$ cat config.mk
export PLATFORM = sky130hd
export DESIGN_NAME = wdt_guard
export DESIGN_NICKNAME = d
export VERILOG_FILES = /design/src/rtl/wdt_guard_pkg.sv /design/src/rtl/wdt_prescaler.sv /design/src/rtl/wdt_counter.sv /design/src/rtl/wdt_ctrl_regs.sv /design/src/rtl/wdt_action.sv /design/src/rtl/wdt_guard.sv
export SDC_FILE = /design/constraint.sdc
export NUM_CORES = 1
export LEC_CHECK = 0
export BUFFER_PORTS_ARGS = -buffer_cell sky130_fd_sc_hd__buf_2
export CAP_MARGIN = 20
export CORE_AREA = 2 2 72 74
export CTS_CLUSTER_SIZE = 30
export DETAILED_ROUTE_END_ITERATION = 10
export DIE_AREA = 0 0 74 76
export GPL_ROUTABILITY_DRIVEN = 0
export HOLD_SLACK_MARGIN = 0.1
export PLACE_DENSITY = 0.82
export SYNTH_ARGS = -nofsm -noshare
export SYNTH_HDL_FRONTEND = slang
export SYNTH_SLANG_ARGS = --single-unit
$ cat constraint.sdc
create_clock -name clk -period 4.6 [get_ports clk]
set_clock_uncertainty 0.2 [all_clocks]
set_input_delay 0.92 -clock clk [delete_from_list [all_inputs] [get_ports clk]]
set_output_delay 0.92 -clock clk [all_outputs]
set_load 0.005 [all_outputs]
$ cat src/rtl/wdt_guard_pkg.sv
package wdt_guard_pkg;

   localparam int unsigned CTRL_W   = 32;
   localparam int unsigned KEY_W    = 16;
   localparam int unsigned KEY_LSB  = 16;
   localparam int unsigned PSEL_W   = 3;
   localparam int unsigned NUM_SEL  = 1 << PSEL_W;
   localparam int unsigned MAX_TAP  = 12;

   localparam int unsigned B_EN      = 0;
   localparam int unsigned B_PSEL    = 1;
   localparam int unsigned B_ACT     = 4;
   localparam int unsigned B_CAUSE   = 5;
   localparam int unsigned B_RESTART = 6;
   localparam int unsigned B_FORCE   = 7;
   localparam int unsigned B_LOCK    = 8;
   localparam int unsigned B_DBGRUN  = 9;
   localparam int unsigned B_HALF    = 10;
   localparam int unsigned B_PAUSE   = 11;

   typedef struct packed {
      logic              pause_sleep;
      logic              run_in_debug;
      logic              lock;
      logic              act_reset;
      logic [PSEL_W-1:0] psel;
      logic              enable;
   } wdt_cfg_t;

   // shift amount (log2 of divide ratio) for each prescaler select value
   function automatic int unsigned tap_of(input int unsigned sel);
      case (sel)
         0: tap_of = 1;
         1: tap_of = 2;
         2: tap_of = 3;
         3: tap_of = 6;
         4: tap_of = 7;
         5: tap_of = 10;
         6: tap_of = 11;
         default: tap_of = 12;
      endcase
   endfunction

endpackage

$ cat src/rtl/wdt_prescaler.sv
module wdt_prescaler
   import wdt_guard_pkg::*;
#(
   parameter int unsigned PRSC_W = 12
) (
   input  logic              clk,
   input  logic              rst_n,
   input  logic              run,
   input  logic              clr,
   input  logic [PSEL_W-1:0] psel,
   output logic              tick
);

   if (PRSC_W < MAX_TAP) begin : g_bad_width
      $error("wdt_prescaler: PRSC_W must cover the largest tap");
   end

   logic [PRSC_W-1:0]  presc_q;
   logic [NUM_SEL-1:0] tap_hit;

   always_ff @(posedge clk or negedge rst_n) begin
      if (!rst_n)            presc_q <= '0;
      else if (!run || clr)  presc_q <= '0;
      else                   presc_q <= presc_q + 1'b1;
   end

   for (genvar i = 0; i < NUM_SEL; i++) begin : g_tap
      localparam int unsigned T = tap_of(i);
      assign tap_hit[i] = &presc_q[T-1:0];
   end

   assign tick = run & tap_hit[psel];

   p_clear_r7: assert property (@(posedge clk) disable iff (!rst_n)
      clr |=> (presc_q == '0));

endmodule

$ cat src/rtl/wdt_counter.sv
module wdt_counter #(
   parameter int unsigned CNT_W = 20
) (
   input  logic clk,
   input  logic rst_n,
   input  logic en,
   input  logic clr,
   input  logic tick,
   input  logic stall,
   output logic wrap,
   output logic half
);

   if (CNT_W < 4 || CNT_W > 32) begin : g_bad_width
      $error("wdt_counter: CNT_W out of range");
   end

   logic [CNT_W-1:0] cnt_q;
   logic             step;

   assign step = en & ~clr & tick & ~stall;

   always_ff @(posedge clk or negedge rst_n) begin
      if (!rst_n)          cnt_q <= '0;
      else if (!en || clr) cnt_q <= '0;
      else if (step)       cnt_q <= cnt_q + 1'b1;
   end

   assign wrap = step & (&cnt_q);
   assign half = cnt_q[CNT_W-1];

   p_stall_r10: assert property (@(posedge clk) disable iff (!rst_n)
      (stall && !clr) |=> $stable(cnt_q));

   p_idle_zero_r13: assert property (@(posedge clk) disable iff (!rst_n)
      !en |=> (cnt_q == '0));

endmodule

$ cat src/rtl/wdt_ctrl_regs.sv
module wdt_ctrl_regs
   import wdt_guard_pkg::*;
#(
   parameter logic [KEY_W-1:0] KEY = 16'hCA36
) (
   input  logic              clk,
   input  logic              rst_n,
   input  logic              wr_en,
   input  logic [CTRL_W-1:0] wdata,
   output wdt_cfg_t          cfg_q,
   output wdt_cfg_t          cfg_d,
   output logic              force_ev,
   output logic              clr_ev
);

   logic     key_ok;
   logic     wr_ok;
   wdt_cfg_t cfg_wr;
   logic     unused_bits;

   assign key_ok = (wdata[KEY_LSB +: KEY_W] == KEY);
   assign wr_ok  = wr_en & key_ok & ~cfg_q.lock;

   always_comb begin
      cfg_wr              = '0;
      cfg_wr.enable       = wdata[B_EN];
      cfg_wr.psel         = wdata[B_PSEL +: PSEL_W];
      cfg_wr.act_reset    = wdata[B_ACT];
      cfg_wr.lock         = wdata[B_LOCK];
      cfg_wr.run_in_debug = wdata[B_DBGRUN];
      cfg_wr.pause_sleep  = wdata[B_PAUSE];
   end

   assign cfg_d    = wr_ok ? cfg_wr : cfg_q;
   assign force_ev = wr_ok & wdata[B_FORCE] & wdata[B_EN];
   assign clr_ev   = wr_ok & (wdata[B_RESTART] | ~wdata[B_EN]);

   assign unused_bits = ^{wdata[15:12], wdata[B_HALF], wdata[B_CAUSE]};

   always_ff @(posedge clk or negedge rst_n) begin
      if (!rst_n) cfg_q <= '0;
      else        cfg_q <= cfg_d;
   end

   p_key_guard_r2: assert property (@(posedge clk) disable iff (!rst_n)
      (wr_en && (wdata[KEY_LSB +: KEY_W] != KEY)) |=> $stable(cfg_q));

   p_lock_sticky_r9: assert property (@(posedge clk) disable iff (!rst_n)
      cfg_q.lock |=> cfg_q.lock);

   p_locked_frozen_r9: assert property (@(posedge clk) disable iff (!rst_n)
      (cfg_q.lock && wr_en) |=> $stable(cfg_q));

endmodule

$ cat src/rtl/wdt_action.sv
module wdt_action (
   input  logic clk,
   input  logic rst_sys_n,
   input  logic rst_ext_n,
   input  logic trig,
   input  logic act_reset,
   output logic irq,
   output logic rst_req,
   output logic cause
);

   logic irq_q, req_q, cause_q;

   always_ff @(posedge clk or negedge rst_sys_n) begin
      if (!rst_sys_n) begin
         irq_q <= 1'b0;
         req_q <= 1'b0;
      end else begin
         irq_q <= trig & ~act_reset;
         req_q <= req_q | (trig & act_reset);
      end
   end

   // cause survives system reset; only the external reset clears it
   always_ff @(posedge clk or negedge rst_ext_n) begin
      if (!rst_ext_n)             cause_q <= 1'b0;
      else if (trig && act_reset) cause_q <= 1'b1;
   end

   assign irq     = irq_q;
   assign rst_req = req_q;
   assign cause   = cause_q;

   p_req_held_r6: assert property (@(posedge clk) disable iff (!rst_sys_n)
      req_q |=> req_q);

   p_cause_set_r6: assert property (@(posedge clk) disable iff (!rst_ext_n)
      req_q |-> cause_q);

endmodule

$ cat src/rtl/wdt_guard.sv
module wdt_guard
   import wdt_guard_pkg::*;
#(
   parameter int unsigned      CNT_W  = 20,
   parameter int unsigned      PRSC_W = 12,
   parameter logic [KEY_W-1:0] KEY    = 16'hCA36
) (
   input  logic              clk,
   input  logic              rst_ext_n,
   input  logic              rst_sys_n,
   input  logic              ctrl_we,
   input  logic [CTRL_W-1:0] ctrl_wdata,
   output logic [CTRL_W-1:0] ctrl_rdata,
   input  logic              dbg_halt,
   input  logic              cpu_sleep,
   output logic              wdt_irq,
   output logic              wdt_rst_req
);

   wdt_cfg_t cfg_q, cfg_d;
   logic     force_ev, clr_ev, tick, stall, wrap, half, cause;

   wdt_ctrl_regs #(.KEY(KEY)) u_regs (
      .clk      (clk),
      .rst_n    (rst_sys_n),
      .wr_en    (ctrl_we),
      .wdata    (ctrl_wdata),
      .cfg_q    (cfg_q),
      .cfg_d    (cfg_d),
      .force_ev (force_ev),
      .clr_ev   (clr_ev)
   );

   wdt_prescaler #(.PRSC_W(PRSC_W)) u_presc (
      .clk   (clk),
      .rst_n (rst_sys_n),
      .run   (cfg_q.enable),
      .clr   (clr_ev),
      .psel  (cfg_q.psel),
      .tick  (tick)
   );

   assign stall = (dbg_halt & ~cfg_q.run_in_debug) | (cpu_sleep & cfg_q.pause_sleep);

   wdt_counter #(.CNT_W(CNT_W)) u_cnt (
      .clk   (clk),
      .rst_n (rst_sys_n),
      .en    (cfg_q.enable),
      .clr   (clr_ev),
      .tick  (tick),
      .stall (stall),
      .wrap  (wrap),
      .half  (half)
   );

   wdt_action u_act (
      .clk       (clk),
      .rst_sys_n (rst_sys_n),
      .rst_ext_n (rst_ext_n),
      .trig      (wrap | force_ev),
      .act_reset (cfg_d.act_reset),
      .irq       (wdt_irq),
      .rst_req   (wdt_rst_req),
      .cause     (cause)
   );

   always_comb begin
      ctrl_rdata                     = '0;
      ctrl_rdata[B_EN]               = cfg_q.enable;
      ctrl_rdata[B_PSEL +: PSEL_W]   = cfg_q.psel;
      ctrl_rdata[B_ACT]              = cfg_q.act_reset;
      ctrl_rdata[B_CAUSE]            = cause;
      ctrl_rdata[B_LOCK]             = cfg_q.lock;
      ctrl_rdata[B_DBGRUN]           = cfg_q.run_in_debug;
      ctrl_rdata[B_HALF]             = half & cfg_q.enable;
      ctrl_rdata[B_PAUSE]            = cfg_q.pause_sleep;
   end

   p_irq_mode_r5: assert property (@(posedge clk) disable iff (!rst_sys_n)
      wdt_irq |-> !cfg_q.act_reset);

endmodule

# Word-level counts from Yosys, hierarchy flattened

Index checks and enable logic that the tools add are counted.

Add/subtract/negate cells: 2
$lt $le $gt $ge: 1
Equal/unequal tests: 1
Multiplexer cells: 6
Bitwise logic cells: 25
Reductions and logical operators: 12

Operator list:

| kind                                                                          | count |
|---|---|
| 20-bit two-way mux                                                            | 2 |
| 20-bit by 1-bit adder with 20-bit output (second input constant)              | 1 |
| 20-bit AND reduction                                                          | 1 |
| 16-bit == test (second input constant)                                        | 1 |
| 1-bit bitwise AND                                                             | 15 |
| 12-bit by 1-bit adder with 12-bit output (second input constant)              | 1 |
| 12-bit two-way mux                                                            | 1 |
| 12-bit AND reduction                                                          | 1 |
| 11-bit AND reduction                                                          | 1 |
| 10-bit AND reduction                                                          | 1 |
| 7-bit AND reduction                                                           | 1 |
| 1-bit inverter                                                                | 6 |
| 6-bit AND reduction                                                           | 1 |
| 5-bit two-way mux                                                             | 1 |
| 3-bit by 4-bit less-than comparator with 1-bit output (second input constant) | 1 |
| 1-bit OR                                                                      | 4 |
| 1-bit binary-select mux with 3-bit select                                     | 1 |
| 3-bit AND reduction                                                           | 1 |
| 2-bit AND reduction                                                           | 1 |
| 2-bit nonzero test                                                            | 1 |
| 1-bit logical AND                                                             | 1 |
| 1-bit logical NOT                                                             | 1 |
| 1-bit logical OR                                                              | 1 |
| 1-bit two-way mux                                                             | 1 |

Register bits after elaboration: 43
Bits of input ports: 38
Logic and storage cells: 58

# Longest topological paths before layout

Depth in word-level cells: 12
Mapped depth: 8
Depth with buffers taken out: 7

# Modules after synthesis

From an unflattened synthesis, not the netlist that was laid out.

Cells, all modules: 245
Area, all modules: 2384.8 um^2

By module, submodules not included:

| module        | instances | cells each | area each (um^2) | seq. area each (um^2) |
|---|---|---|---|---|
| wdt_counter   | 1         | 115        | 1087.3           | 500.5 |
| wdt_prescaler | 1         | 66         | 630.6            | 300.3 |
| wdt_ctrl_regs | 1         | 29         | 369.1            | 200.2 |
| wdt_guard     | 1         | 29         | 201.4            | 0.0 |
| wdt_action    | 1         | 6          | 96.3             | 75.1 |

# Worst setup path before layout

OpenSTA, ideal clock, no wires.

Path kind: input-to-reg
Start: in ctrl_wdata[26]
End: reg u_cnt.cnt_q[7]
Setup time: 0.127 ns
Arrival: 2.280 ns
Required time: 4.273 ns
Setup slack: 1.992 ns
Cell stages on the path: 6
Buffers on the path: 1
Cell sequence: and4bb_2 -> nand3_1 -> o31ai_4 -> buf_2 -> nor4_1 -> or2_2

Word-level cells in the longest chain between the ends: 9

RTL lines:

| item                                | RTL line            | source |
|---|---|---|
| start, declared                     | wdt_guard.sv:12     | `input logic [CTRL_W-1:0] ctrl_wdata,` |
| 16-bit == test (*)                  | wdt_ctrl_regs.sv:21 | `assign key_ok = (wdata[KEY_LSB +: KEY_W] == KEY);` |
| 1-bit bitwise AND (*) (2 in a row)  | wdt_ctrl_regs.sv:22 | `assign wr_ok = wr_en & key_ok & ~cfg_q.lock;` |
| 1-bit bitwise AND (*)               | wdt_ctrl_regs.sv:36 | `assign clr_ev = wr_ok & (wdata[B_RESTART] \| ~wdata[B_EN]);` |
| 1-bit inverter                      | wdt_counter.sv:21   | `assign step = en & ~clr & tick & ~stall;` |
| 1-bit bitwise AND (3 in a row)      | wdt_counter.sv:21   |  |
| 2-bit nonzero test (no source line) | --                  |  |
| end signal, assigned                | wdt_counter.sv:26   | `else if (step) cnt_q <= cnt_q + 1'b1;` |
| end, declared                       | wdt_counter.sv:18   | `logic [CNT_W-1:0] cnt_q;` |

Mark *: on every way between the ends. The rest lies on a longest branch, timed or not.
A chain may end at the register's enable or synchronous reset.

# Final worst setup path

Start: in ctrl_wdata[25]
End: reg u_cnt.cnt_q[0]

The elaborated chain is that of the path after synthesis.

==> results.sh <==
export IMPL_rows=26
export IMPL_synth_avg_cell_area_um2=9.606
export IMPL_io_pins=72
export IMPL_drv_cap=0
export IMPL_synth_ff_type="dfrtp_1"
export IMPL_fin_tns_setup_ns=0
export IMPL_cp_slowest_cell="o31a_1"
export IMPL_status="complete, no violations"
export IMPL_synth_top_area_share_pct=40.59
export IMPL_worstSetupEndpointType="flip-flop"
export IMPL_timing_slew_headroom_pct=29.46
export IMPL_p_total_mw=0.6386
export IMPL_grt_overflow_total=0
export IMPL_syn_to_final_growth_pct=8.495
export IMPL_dp_cells=377
export IMPL_dieArea_mm2=0.005624
export IMPL_cts_resized=0
export IMPL_cts_tree="done"
export IMPL_fillerInstances=420
export IMPL_critical_path_cell_chain="buf_2, and4bb_2, nand3_1, o31a_1, and4_1, mux2i_1"
export IMPL_hold_viol_final=0
export IMPL_rsz0062_at_grt="no"
export IMPL_synth_adder_area_share_pct=1.416
export IMPL_root_buffer="clkbuf_8"
export IMPL_p_leak_nw=1.340
export IMPL_fin_crit_ns=2.890
export IMPL_synth_simple_gate_area_share_pct=29.64
export IMPL_syn_area_mm2=0.002651
export IMPL_dieWidth_um=74
export IMPL_wl_per_cell_um=13.51
export IMPL_synth_top_family_by_area="simple AND/OR/NAND/NOR gates"
export IMPL_worst_pin_slew_ns=1.058
export IMPL_layout_area_seq_mm2=0.001076
export IMPL_yosysWarnings=0
export IMPL_synth_edf_count=0
export IMPL_critPathBufInv=1
export IMPL_synth_compound_area_share_pct=8.966
export IMPL_vias=2173
export IMPL_drive_gt1_share_pct=21.84
export IMPL_critPathKind="input pin to flip-flop"
export IMPL_async_reset_ff_share_pct=100.0
export IMPL_io_buffers=43
export IMPL_max_stage_delay_ns=0.87
export IMPL_arrival_ns=2.91
export IMPL_peakVddDrop_mv=0.1960
export IMPL_cts_setup_buffers=0
export IMPL_initial_core_util_pct=53.97
export IMPL_path_clk_slew_ns=0.08
export IMPL_synth_seq_cells=43
export IMPL_routed_wl_mm=5.216
export IMPL_power_density_mw_per_mm2=222.0
export IMPL_cp_start_kind="input pin"
export IMPL_synth_top_area_cell="dfrtp_1"
export IMPL_antenna_found_initial=0
export IMPL_ys_seq_area_share_pct=40.59
export IMPL_finalCritPeriodShare_pct=62.84
export IMPL_dieHeight_um=76
export IMPL_min_path_type="input pin to async pin"
export IMPL_clk_latency_ns=0.30
export IMPL_finalSetupViolCount=0
export IMPL_grt_pass1_vias=2023
export IMPL_cts_sinks=43
export IMPL_fin_cells=386
export IMPL_crit_family="compound AO/OA/AOI/OAI gates"
export IMPL_ant_nets=0
export IMPL_multi_input_area_mm2=0.001368
export IMPL_ys_top_cells_by_area="dfrtp_1 41%, buf_4 6.8%, nand2_1 3.8%, mux2i_1 3.8%, nand3_1 3.4%"
export IMPL_synthMuxAreaShare_pct=5.474
export IMPL_diodes=0
export IMPL_grt_usage_pct=19.53
export IMPL_drt_first_pass_iters=4
export IMPL_cts_hold_buf=0
export IMPL_synth_xor_area_share_pct=2.973
export IMPL_regToRegSetupSlack_ns=1.94
export IMPL_synthTopCellsByCount="43 x dfrtp_1, 27 x nand2_1, 24 x buf_4"
export IMPL_cp_data_required_time_ns=4.62
export IMPL_cts_buffers=5
export IMPL_cp_max_fo=29
export IMPL_netlist_instances=276
export IMPL_remaining_drc_errors=0
export IMPL_worst_hold_slack_ns=0.1767
export IMPL_drt_iter0_markers=152
export IMPL_fmax_ghz=0.3460
export IMPL_post_dp_hpwl_mm=3.695
export IMPL_grt_pass1_wl_mm=8.832
export IMPL_slew_viol_final=0
export IMPL_cts_path_max_buffers=2
export IMPL_netlist_cell_type_count=47
export IMPL_worst_slack_ns=1.710
export IMPL_yosysMostFrequentCell="dfrtp_1"
export IMPL_grt_max_degree=43
export IMPL_dpl_worst_slack_ns=1.401
export IMPL_cts_htree_levels=2
export IMPL_core_area_mm2=0.004912
export IMPL_via_per_inst=5.630
export IMPL_finalNetCount=356
==> worst paths after layout <==
| kind | from | endpoint | depth (start not counted) |
|---|---|---|---|
| hold reg to reg | u_regs.cfg_q[5] | u_regs.cfg_q[5] | 1 |
| hold / removal | rst_ext_n | u_act.cause | 1 |
| setup / recovery | ctrl_wdata[25] | u_cnt.cnt_q[0] | 6 |
| setup reg to reg | u_presc.presc_q[0] | u_cnt.cnt_q[9] | 7 |
| min in group clk | u_regs.cfg_q[5] | u_regs.cfg_q[5] | 1 |
| max in group asynchronous | rst_sys_n | u_cnt.cnt_q[15] | 1 |
==> routing by layer <==
| layer | share of wire, % | global-route usage [%] |
|---|---|---|
| met5 | 0 | 0 |
| met4 | 0.59 | 6.364 |
| met3 | 4.8 | 5.291 |
| met2 | 51 | 32.14 |
| met1 | 44 | 24.53 |
==> registers in the layout, indices dropped and copies added (netlist names) <==
name / cells
u_cnt.cnt_q: 20
u_presc.presc_q: 12
u_regs.cfg_q: 8
u_act.cause: 1
u_act.irq: 1
u_act.rst_req: 1
==> through the flow <==
stage               instance area [um2]  utilization [%]
CTS                                2869            58.41
floorplan                          2730                -
global placement                   2784            56.67
detailed placement                 2784            56.67
global route                       2877            58.56
finish                             2877            58.56
==> where the power goes <==
group / switching (mW) / internal (mW) / total [mW]
Clock: 0.126 / 0.106 / 0.232
Combinational: 0.0171 / 0.0114 / 0.0285
Sequential: 0.0000374 / 0.378 / 0.378
Total: 0.143 / 0.495 / 0.639
==> area by class of cell <==
class	instances	area share (%)
clock buffer	6	2.523
clock inverter	2	0.4350
inverter	8	1.044
multi-input combinational	212	47.54
sequential	43	37.41
tap	70	3.045
timing repair buffer	45	8.003
==> cells in the final DEF, fill, tap and decap left out, drive strengths merged, types with 4 or more instances in the layout <==
cell type	synthesis	final
xor2	6	6
or4	5	5
and4	4	4
mux2	4	4
dfrtp	43	43
and3	7	7
inv	8	8
and2	5	5
nor3	4	4
o211ai	7	7
nand3	19	19
nand4	12	12
mux2i	10	10
nor2	18	18
nand2b	5	5
or2	8	8
conb	1	22
buf	29	45
clkbuf	5	6
o211a	8	8
nand2	27	27
nor4	15	15
==> cell families (layout without fill, tap and decap cells) <==
kind of cell | count (synthesis) | after routing
and+or+nand+nor | 138 | 138
muxes | 14 | 14
buffers and inverters | 42 | 61
DFF | 43 | 43
xor gates and xnor gates | 9 | 9
other | 1 | 22
AOI/OAI and AO/OA | 26 | 26
adders and majority gates | 3 | 3
Power figures use the tool's default switching activity.
